<file path="src/rtl/nmi_pkg.sv">
package nmi_pkg;

    typedef enum logic [1:0] {
        TRIG_LVL_LO = 2'd0,
        TRIG_FALL   = 2'd1,
        TRIG_LVL_HI = 2'd2,
        TRIG_RISE   = 2'd3
    } trig_mode_e;

    localparam int MAP_A = 0;
    localparam int MAP_B = 1;
    localparam int MAP_C = 2;

    function automatic logic [7:0] mode_offset(input int layout);
        return (layout >= 0) ? 8'h00 : 8'h00;
    endfunction

    function automatic logic [7:0] status_offset(input int layout);
        return (layout == MAP_C) ? 8'h08 : 8'h04;
    endfunction

    function automatic logic [7:0] mask_offset(input int layout);
        case (layout)
            MAP_A:   return 8'h08;
            MAP_B:   return 8'h34;
            default: return 8'h04;
        endcase
    endfunction

endpackage

</file>
<file path="src/rtl/nmi_sync.sv">
module nmi_sync #(
    parameter int   STAGES = 2,
    parameter logic IDLE   = 1'b1
) (
    input  logic clk_i,
    input  logic rst_ni,
    input  logic pin_i,
    output logic level_o
);
    logic [STAGES-1:0] chain_d, chain_q;

    always_comb begin
        chain_d = {chain_q[STAGES-2:0], pin_i};
    end

    always_ff @(posedge clk_i or negedge rst_ni) begin
        if (!rst_ni) chain_q <= {STAGES{IDLE}};
        else         chain_q <= chain_d;
    end

    assign level_o = chain_q[STAGES-1];
endmodule

</file>
<file path="src/rtl/nmi_detect.sv">
module nmi_detect
    import nmi_pkg::*;
#(
    parameter logic IDLE = 1'b1
) (
    input  logic       clk_i,
    input  logic       rst_ni,
    input  logic       level_i,
    input  trig_mode_e mode_i,
    output logic       event_o
);
    typedef struct packed {
        logic prev;
    } det_t;

    det_t det_d, det_q;

    always_comb begin
        det_d      = det_q;
        det_d.prev = level_i;
        event_o    = 1'b0;
        unique case (mode_i)
            TRIG_LVL_LO: event_o = !level_i;
            TRIG_FALL:   event_o = det_q.prev && !level_i;
            TRIG_LVL_HI: event_o = level_i;
            TRIG_RISE:   event_o = !det_q.prev && level_i;
        endcase
    end

    always_ff @(posedge clk_i or negedge rst_ni) begin
        if (!rst_ni) det_q <= '{prev: IDLE};
        else         det_q <= det_d;
    end

    // a steady line never raises an edge event
    p_steady_no_edge_r3: assert property (@(posedge clk_i) disable iff (!rst_ni)
        (mode_i inside {TRIG_FALL, TRIG_RISE}) && (level_i == det_q.prev) |-> !event_o);
endmodule

</file>
<file path="src/rtl/nmi_regs.sv">
module nmi_regs
    import nmi_pkg::*;
#(
    parameter int ADDR_W = 8,
    parameter int DATA_W = 32,
    parameter int LAYOUT = MAP_A
) (
    input  logic              clk_i,
    input  logic              rst_ni,
    input  logic              event_i,
    input  logic [ADDR_W-1:0] addr_i,
    input  logic              wr_i,
    input  logic              rd_i,
    input  logic [DATA_W-1:0] wdata_i,
    output logic [DATA_W-1:0] rdata_o,
    output trig_mode_e        mode_o,
    output logic              irq_o
);
    localparam logic [ADDR_W-1:0] OFF_MODE   = ADDR_W'(mode_offset(LAYOUT));
    localparam logic [ADDR_W-1:0] OFF_STATUS = ADDR_W'(status_offset(LAYOUT));
    localparam logic [ADDR_W-1:0] OFF_MASK   = ADDR_W'(mask_offset(LAYOUT));

    typedef struct packed {
        logic [DATA_W-1:0] mode;
        logic              pending;
        logic              enable;
        logic              irq;
        logic [DATA_W-1:0] rdata;
    } regs_t;

    regs_t r_d, r_q;
    logic  hit_mode, hit_status, hit_mask, ack;

    always_comb begin
        hit_mode   = (addr_i == OFF_MODE);
        hit_status = (addr_i == OFF_STATUS);
        hit_mask   = (addr_i == OFF_MASK);
        ack        = wr_i && hit_status && wdata_i[0];

        r_d = r_q;
        if (wr_i && hit_mode) r_d.mode   = wdata_i;
        if (wr_i && hit_mask) r_d.enable = wdata_i[0];

        if (event_i)  r_d.pending = 1'b1;
        else if (ack) r_d.pending = 1'b0;

        r_d.irq = r_q.pending && r_q.enable;

        if (rd_i) begin
            if (hit_mode)        r_d.rdata = r_q.mode;
            else if (hit_status) r_d.rdata = DATA_W'(r_q.pending);
            else if (hit_mask)   r_d.rdata = DATA_W'(r_q.enable);
            else                 r_d.rdata = '0;
        end
    end

    always_ff @(posedge clk_i or negedge rst_ni) begin
        if (!rst_ni) r_q <= '0;
        else         r_q <= r_d;
    end

    assign rdata_o = r_q.rdata;
    assign mode_o  = trig_mode_e'(r_q.mode[1:0]);
    assign irq_o   = r_q.irq;

    // a masked flag never reaches the output
    p_mask_blocks_r6: assert property (@(posedge clk_i) disable iff (!rst_ni)
        !r_q.enable |=> !irq_o);
    // an event always leaves the flag set
    p_event_wins_r10: assert property (@(posedge clk_i) disable iff (!rst_ni)
        event_i |=> r_q.pending);
    // an acknowledge without an event clears the flag
    p_ack_clears_r5: assert property (@(posedge clk_i) disable iff (!rst_ni)
        (wr_i && hit_status && wdata_i[0] && !event_i) |=> !r_q.pending);
    // with no event and no status write the flag holds
    p_pending_holds_r5: assert property (@(posedge clk_i) disable iff (!rst_ni)
        (!event_i && !(wr_i && hit_status)) |=> $stable(r_q.pending));
    // writes outside the map change nothing
    p_unmapped_write_r9: assert property (@(posedge clk_i) disable iff (!rst_ni)
        (wr_i && !hit_mode && !hit_status && !hit_mask) |=> ($stable(r_q.mode) && $stable(r_q.enable)));
endmodule

</file>
<file path="src/rtl/nmi_ctrl.sv">
module nmi_ctrl
    import nmi_pkg::*;
#(
    parameter int   ADDR_W      = 8,
    parameter int   DATA_W      = 32,
    parameter int   LAYOUT      = MAP_A,
    parameter int   SYNC_STAGES = 2,
    parameter logic LINE_IDLE   = 1'b1
) (
    input  logic              clk_i,
    input  logic              rst_ni,
    input  logic              line_i,
    input  logic [ADDR_W-1:0] bus_addr_i,
    input  logic              bus_wr_i,
    input  logic              bus_rd_i,
    input  logic [DATA_W-1:0] bus_wdata_i,
    output logic [DATA_W-1:0] bus_rdata_o,
    output logic              irq_out
);
    logic       line_sync;
    logic       trig_event;
    trig_mode_e trig_mode;

    nmi_sync #(.STAGES(SYNC_STAGES), .IDLE(LINE_IDLE)) u_sync (
        .clk_i  (clk_i),
        .rst_ni (rst_ni),
        .pin_i  (line_i),
        .level_o(line_sync)
    );

    nmi_detect #(.IDLE(LINE_IDLE)) u_detect (
        .clk_i  (clk_i),
        .rst_ni (rst_ni),
        .level_i(line_sync),
        .mode_i (trig_mode),
        .event_o(trig_event)
    );

    nmi_regs #(.ADDR_W(ADDR_W), .DATA_W(DATA_W), .LAYOUT(LAYOUT)) u_regs (
        .clk_i  (clk_i),
        .rst_ni (rst_ni),
        .event_i(trig_event),
        .addr_i (bus_addr_i),
        .wr_i   (bus_wr_i),
        .rd_i   (bus_rd_i),
        .wdata_i(bus_wdata_i),
        .rdata_o(bus_rdata_o),
        .mode_o (trig_mode),
        .irq_o  (irq_out)
    );

    // a held high level in high-level mode raises an event
    p_level_hi_r2: assert property (@(posedge clk_i) disable iff (!rst_ni)
        (trig_mode == TRIG_LVL_HI) && line_sync |-> trig_event);
endmodule

</file>
<file path="config.mk">
export PLATFORM = sky130hd
export DESIGN_NAME = nmi_ctrl
export DESIGN_NICKNAME = d
export VERILOG_FILES = /design/src/rtl/nmi_pkg.sv /design/src/rtl/nmi_sync.sv /design/src/rtl/nmi_detect.sv /design/src/rtl/nmi_regs.sv /design/src/rtl/nmi_ctrl.sv
export SDC_FILE = /design/constraint.sdc
export NUM_CORES = 1
export LEC_CHECK = 0
export ABC_CLOCK_PERIOD_IN_PS = 1400
export BUFFER_PORTS_ARGS = -buffer_cell sky130_fd_sc_hd__buf_2
export CORE_MARGIN = 10
export CORE_UTILIZATION = 53
export CTS_CLUSTER_DIAMETER = 50
export DETAILED_ROUTE_END_ITERATION = 6
export PLACE_DENSITY = 0.79
export SYNTH_ARGS = -nofsm -noshare
export SYNTH_HDL_FRONTEND = slang
export SYNTH_HIERARCHICAL = 1
export SYNTH_SLANG_ARGS = --single-unit
export TNS_END_PERCENT = 5
</file>
<file path="constraint.sdc">
create_clock -name clk_i -period 1.4 [get_ports clk_i]
set_clock_uncertainty 0.05 [all_clocks]
set_input_delay 0 -clock clk_i [delete_from_list [all_inputs] [get_ports clk_i]]
set_output_delay 0 -clock clk_i [all_outputs]
set_load 0.05 [all_outputs]
</file>
==> results.sh, run 1 <==
export IMPL_ys_types=27
export IMPL_hold_viol_final=0
export IMPL_cp_startpoint="bus_wr_i"
export IMPL_cts_sinks=70
export IMPL_cp_arrival_ns=1.31
export IMPL_antenna_found_initial=0
export IMPL_layout_commonest_cell="buf_2"
export IMPL_crit_path_top_delay_cell="dlygate4sd3_1"
export IMPL_final_nets=392
export IMPL_path_max_fanout=16
export IMPL_finalCriticalPeriod_ns=1.146
export IMPL_setup_viol=0
export IMPL_crit_path_end_kind="flip-flop"
export IMPL_via_per_inst=4.813
export IMPL_r2r_start="u_sync/chain_q[1]"
export IMPL_grt_max_degree=39
export IMPL_path_class="primary input to flip-flop"
export IMPL_vias=2055
export IMPL_wl_per_cell_um=15.25
export IMPL_grt_pass1_wl_um=11010
export IMPL_synthCells=261
export IMPL_instances_no_fill=427
export IMPL_maxCapViolations=0
export IMPL_max_freq_ghz=0.8727
export IMPL_overflow=0
export IMPL_clock_latency_ns=0.33
export IMPL_whs_ns=0.07372
export IMPL_grt_pass1_vias=2234
export IMPL_final_util=0.6794
export IMPL_postCtsSetupBuffers=0
export IMPL_hp_class="primary input to flip-flop"
export IMPL_postSynthAreaPerCell_um2=12.07
export IMPL_boundaryPins=78
export IMPL_cts_buffers_inserted=9
export IMPL_ys_warn_count=6
export IMPL_cp_slowest_stage_delay_ns=0.53
export IMPL_antenna_cells=0
export IMPL_ys_ff_latch=70
export IMPL_clock_path_buffers=2
export IMPL_cp_cell_sequence="dlygate4sd3_1 > buf_2 > nand3_4 > buf_12 > mux2_2"
export IMPL_firstDrtPassIters=6
export IMPL_dp_hpwl_um=4429
export IMPL_gp_congestion=0.7336
export IMPL_areaGrowthSynthToFinish_pct=26.17
export IMPL_coreArea_um2=5851
export IMPL_drc=0
export IMPL_fillCellCount=445
export IMPL_syn_nets=306
export IMPL_period_share=0.8185
export IMPL_drive_gt1_frac=0.3920
export IMPL_maxSlewViolCount=0
export IMPL_critical_path_depth=5
export IMPL_rsz0062_at_grt="false"
export IMPL_synth_area_leader_cell="dfrtp_1"
export IMPL_fin_setup_tns_ns=0
export IMPL_reg2reg_depth=3
export IMPL_power_density_nw_per_um2=1030
export IMPL_cp_start_kind="primary input"
export IMPL_slew_headroom=0.7085
export IMPL_syn_area_um2=3151
export IMPL_crit_required_ns=1.57
export IMPL_crit_end="u_regs/r_q[55]"
export IMPL_start_util=0.5385
export IMPL_drt_initial_drc_count=84
export IMPL_cts_tree="yes"
export IMPL_die_h_um=97.10
export IMPL_port_buffers=77
export IMPL_die_area_um2=9428
export IMPL_leakage_nw=2.022
export IMPL_r2r_slack_ns=0.33
export IMPL_cts_root_buffer="clkbuf_8"
export IMPL_placementRows=28
export IMPL_drt_total_wl_um=6511
export IMPL_reg2reg_to="u_regs/r_q[34]"
export IMPL_synth_top_area_share=0.5322
export IMPL_final_cell_mix="76 x buf_2, 67 x dfrtp_1, 37 x dlygate4sd3_1"
export IMPL_ant_nets=0
export IMPL_die_x_um=97.10
export IMPL_h_tree_depth=3
export IMPL_grtUsageTotal=0.1432
export IMPL_synthTopCellsByArea="dfrtp_1 53%, mux2_4 14%, buf_4 8.1%, o22ai_1 6.2%, nand2_1 3.8%"
export IMPL_worst_pin_slew_ns=0.4372
export IMPL_status="completed"
export IMPL_peakVddDrop_v=0.0006276
export IMPL_clkSlewWorstSetupHoldPaths_ns=0.07
export IMPL_crit_family="buffers and inverters"
export IMPL_synth_yosys_seq_area_share=0.5572
export IMPL_cp_num_buf_inv=3
export IMPL_placed_cells=374
[state kept, by name, summed over array words and instances (netlist names)]
signal,flops
u_detect/det_q,1
u_regs/irq_o,1
u_regs/mode_o,2
u_regs/r_q,32
u_regs/rdata_o,32
u_sync/chain_q,2
[synthesized netlist by cell type]
cell type,count
a21o_1,1
a21oi_1,1
a41o_1,1
and2_1,1
and4b_1,1
buf_1,1
buf_4,34
buf_6,3
clkbuf_1,9
dfrtp_1,67
dfstp_2,3
inv_1,31
mux2_2,3
mux2_4,30
mux2i_1,1
nand2_1,32
nand3_1,1
nand3_4,1
nand4_1,1
nor2_1,1
nor2b_1,2
nor4_2,1
nor4_4,1
o22ai_1,31
o2bb2ai_1,1
xnor2_1,1
xor2_1,1
[logic make-up (layout without fill, tap and decap cells)]
kind of cell | after synthesis | in the layout | share of synthesized area
flops | 70 | 70 | 0.5572
simple gates | 42 | 42 | 0.06831
mux | 34 | 34 | 0.1569
compound gates | 35 | 35 | 0.07149
buf+inv | 78 | 169 | 0.1406
xor+xnor | 2 | 2 | 0.005561
[cell type report]
cell class	count	area [µm²]	area share
Tap cell	75	93.84	0.02361
Inverter	31	116.4	0.02927
Clock inverter	3	42.54	0.01070
Timing Repair Buffer	122	855.8	0.2153
Sequential cell	70	1755	0.4416
Multi-Input combinational cell	113	952.2	0.2395
Clock buffer	13	158.9	0.03997
[worst min path at each step]
stage | start | to | slack (ns) | cells after the start
floorplan | rst_ni | u_regs/irq_o | -0.35 | 0
global placement | rst_ni | u_regs/irq_o | -0.07 | 1
detailed placement | rst_ni | u_regs/irq_o | -0.07 | 1
CTS | bus_addr_i[3] | u_regs/rdata_o[0] | 0.04 | 3
global route | bus_addr_i[3] | u_regs/rdata_o[0] | 0.05 | 3
finish | bus_addr_i[3] | u_regs/rdata_o[0] | 0.07 | 3
[layer usage]
| layer | routed length (µm) | GRT usage |
|---|---|---|
| met1 | 2837 | 0.1677 |
| met2 | 3176 | 0.2325 |
| met3 | 402 | 0.04552 |
| met4 | 94 | 0.06810 |
| met5 | 0 | 0 |
[tightest hold or removal path: cells and delay by family]
| kind | cells | cell delay [ns] |
|---|---|---|
| AO/OA/AOI/OAI | 2 | 0.30 |
| buffers and inverters | 1 | 0.12 |
[power by group]
| group | internal, W | switching, W | total, W |
|---|---|---|---|
| registers | 0.00208 | 0.0000325 | 0.00211 |
| clock network | 0.000920 | 0.000726 | 0.00165 |
| logic | 0.000198 | 0.000143 | 0.000340 |
| total | 0.00319 | 0.000901 | 0.00410 |
[metrics by stage]
| stage | cell area (µm²) | worst slack (ns) | total power [W] |
|---|---|---|---|
| 2_1_floorplan | 3151 | 0.2280 | 0.002265 |
| 3_3_place_gp | 3403 | 0.08502 | 0.002398 |
| 3_5_place_dp | 3403 | 0.02575 | 0.002409 |
| 4_1_cts | 3975 | 0.2627 | 0.004142 |
| 5_1_grt | 3975 | 0.2245 | 0.004270 |
| 6_report | 3975 | 0.2541 | 0.004095 |
[timing repair]
item	4_1_cts	5_1_grt
resized for setup	0	0
hold buffers	37	0
hold endpoints to repair	105	0
Power figures use the tool's default switching activity.
==> inputs of run 2 (changes only) <==
Settings changed: ABC_CLOCK_PERIOD_IN_PS 1400 to 1200.
Clock period 1.4 ns to 1.2 ns, I/O delays scaled along.
==> results.sh, run 2 (same netlist as run 1, synthesis figures left out) <==
export IMPL_finalCriticalPeriod_ns=1.144
export IMPL_leakage_nw=2.057
export IMPL_cts_tree="yes"
export IMPL_gp_congestion=0.7265
export IMPL_rsz0062_at_grt="false"
export IMPL_die_area_um2=9428
export IMPL_power_density_nw_per_um2=1221
export IMPL_cts_sinks=70
export IMPL_status="completed"
export IMPL_grtUsageTotal=0.1397
export IMPL_hp_class="primary input to async pin"
export IMPL_drive_gt1_frac=0.4034
export IMPL_period_share=0.9531
export IMPL_cts_root_buffer="clkbuf_8"
export IMPL_path_max_fanout=16
export IMPL_clock_latency_ns=0.33
export IMPL_coreArea_um2=5851
export IMPL_setup_viol=0
export IMPL_cp_slowest_stage_delay_ns=0.53
export IMPL_placementRows=28
export IMPL_vias=2099
export IMPL_cts_buffers_inserted=9
export IMPL_grt_pass1_vias=2221
export IMPL_via_per_inst=4.859
export IMPL_postCtsSetupBuffers=0
export IMPL_start_util=0.5385
export IMPL_cts_hold_buf=38
export IMPL_antenna_found_initial=0
export IMPL_peakVddDrop_v=0.0007299
export IMPL_maxCapViolations=0
export IMPL_finalPower_w=0.004941
export IMPL_final_cell_mix="76 x buf_2, 67 x dfrtp_1, 38 x dlygate4sd3_1"
export IMPL_cts_repair_resized=0
export IMPL_layout_commonest_cell="buf_2"
export IMPL_final_nets=397
export IMPL_dp_hpwl_um=4403
export IMPL_die_x_um=97.10
export IMPL_clkSlewWorstSetupHoldPaths_ns=0.07
export IMPL_drt_total_wl_um=6514
export IMPL_die_h_um=97.10
export IMPL_drt_initial_drc_count=45
export IMPL_worst_pin_slew_ns=0.3143
export IMPL_cp_arrival_ns=1.31
export IMPL_grt_max_degree=39
export IMPL_cp_cell_sequence="dlygate4sd3_1 > buf_2 > nand3_4 > buf_12 > mux2_2"
export IMPL_firstDrtPassIters=4
export IMPL_cp_num_buf_inv=3
export IMPL_wl_per_cell_um=15.08
export IMPL_overflow=0
export IMPL_max_freq_ghz=0.8743
export IMPL_final_util=0.6918
export IMPL_ant_nets=0
export IMPL_path_class="primary input to flip-flop"
export IMPL_maxSlewViolCount=0
export IMPL_crit_family="buffers and inverters"
export IMPL_grt_pass1_wl_um=10900
export IMPL_slew_headroom=0.7889
export IMPL_h_tree_depth=3
export IMPL_antenna_cells=0
export IMPL_areaGrowthSynthToFinish_pct=28.47
export IMPL_crit_path_end_kind="flip-flop"
export IMPL_boundaryPins=78
export IMPL_clock_path_buffers=2
export IMPL_crit_path_top_delay_cell="dlygate4sd3_1"
export IMPL_cp_start_kind="primary input"
export IMPL_crit_required_ns=1.36
export IMPL_port_buffers=77
export IMPL_hold_viol_final=0
export IMPL_drc=0
## run 2: cell count changes in the layout (fill, tap and decap cells not counted), sizes merged
cell and delta:
dlygate4sd3 +1, clkinv +1, inv +1, clkinvlp +1, buf +4, clkbuf -4
bufinv +1
## run 2: final timing paths
| path | startpoint | end | slack [ns] | cells past startpoint |
|---|---|---|---|---|
| setup / recovery | bus_wr_i | u_regs/r_q[54] | 0.06 | 5 |
| hold / removal | rst_ni | u_regs/mode_o[0] | 0.04 | 2 |
| setup reg to reg | u_sync/chain_q[1] | u_regs/r_q[34] | 0.13 | 3 |
| hold reg to reg | u_sync/chain_q[0] | u_sync/chain_q[1] | 0.31 | 0 |
| max in group asynchronous | rst_ni | u_regs/rdata_o[27] | 0.59 | 3 |
| min in group clk_i | bus_addr_i[4] | u_regs/r_q[34] | 0.11 | 5 |
## run 2: stage by stage
step	TNS (ns)	area, µm²	instances	setup WS (ns)	hold WS, ns
finish	0	4048	432	0.05626	0.04454
CTS	0	4048	432	0.06501	0.03672
global placement	-2.421	3446	378	-0.08120	-0.1515
detailed placement	-3.330	3446	378	-0.1013	-0.1463
floorplan	0	3151	261	0.02801	-0.3456
global route	0	4048	432	0.03734	0.04288
## run 2: worst register-to-register path, stage by stage, from the launching register on
cell,delay [ns]
dfstp_2,0.54
xor2_1,0.16
a21oi_1,0.07
a21o_1,0.15
## run 2: power breakdown
part	internal (W)	total [W]	switching [W]
Sequential	0.00242	0.00246	0.0000367
Clock	0.00118	0.00207	0.000892
Combinational	0.000244	0.000415	0.000170
## run 2: layout make-up
cell class	instances	area [µm²]
Fill cell	418	1803
Sequential cell	70	1755
Multi-Input combinational cell	113	952.2
Timing Repair Buffer	127	908.4
Clock buffer	9	123.9
Inverter	31	116.4
Clock inverter	7	97.59
Tap cell	75	93.84
## run 2: per-layer routing
metal,wire length (µm),track usage
met5,0,0
met3,357,0.03770
met2,3180,0.2176
met1,2856,0.1735
met4,119,0.07151
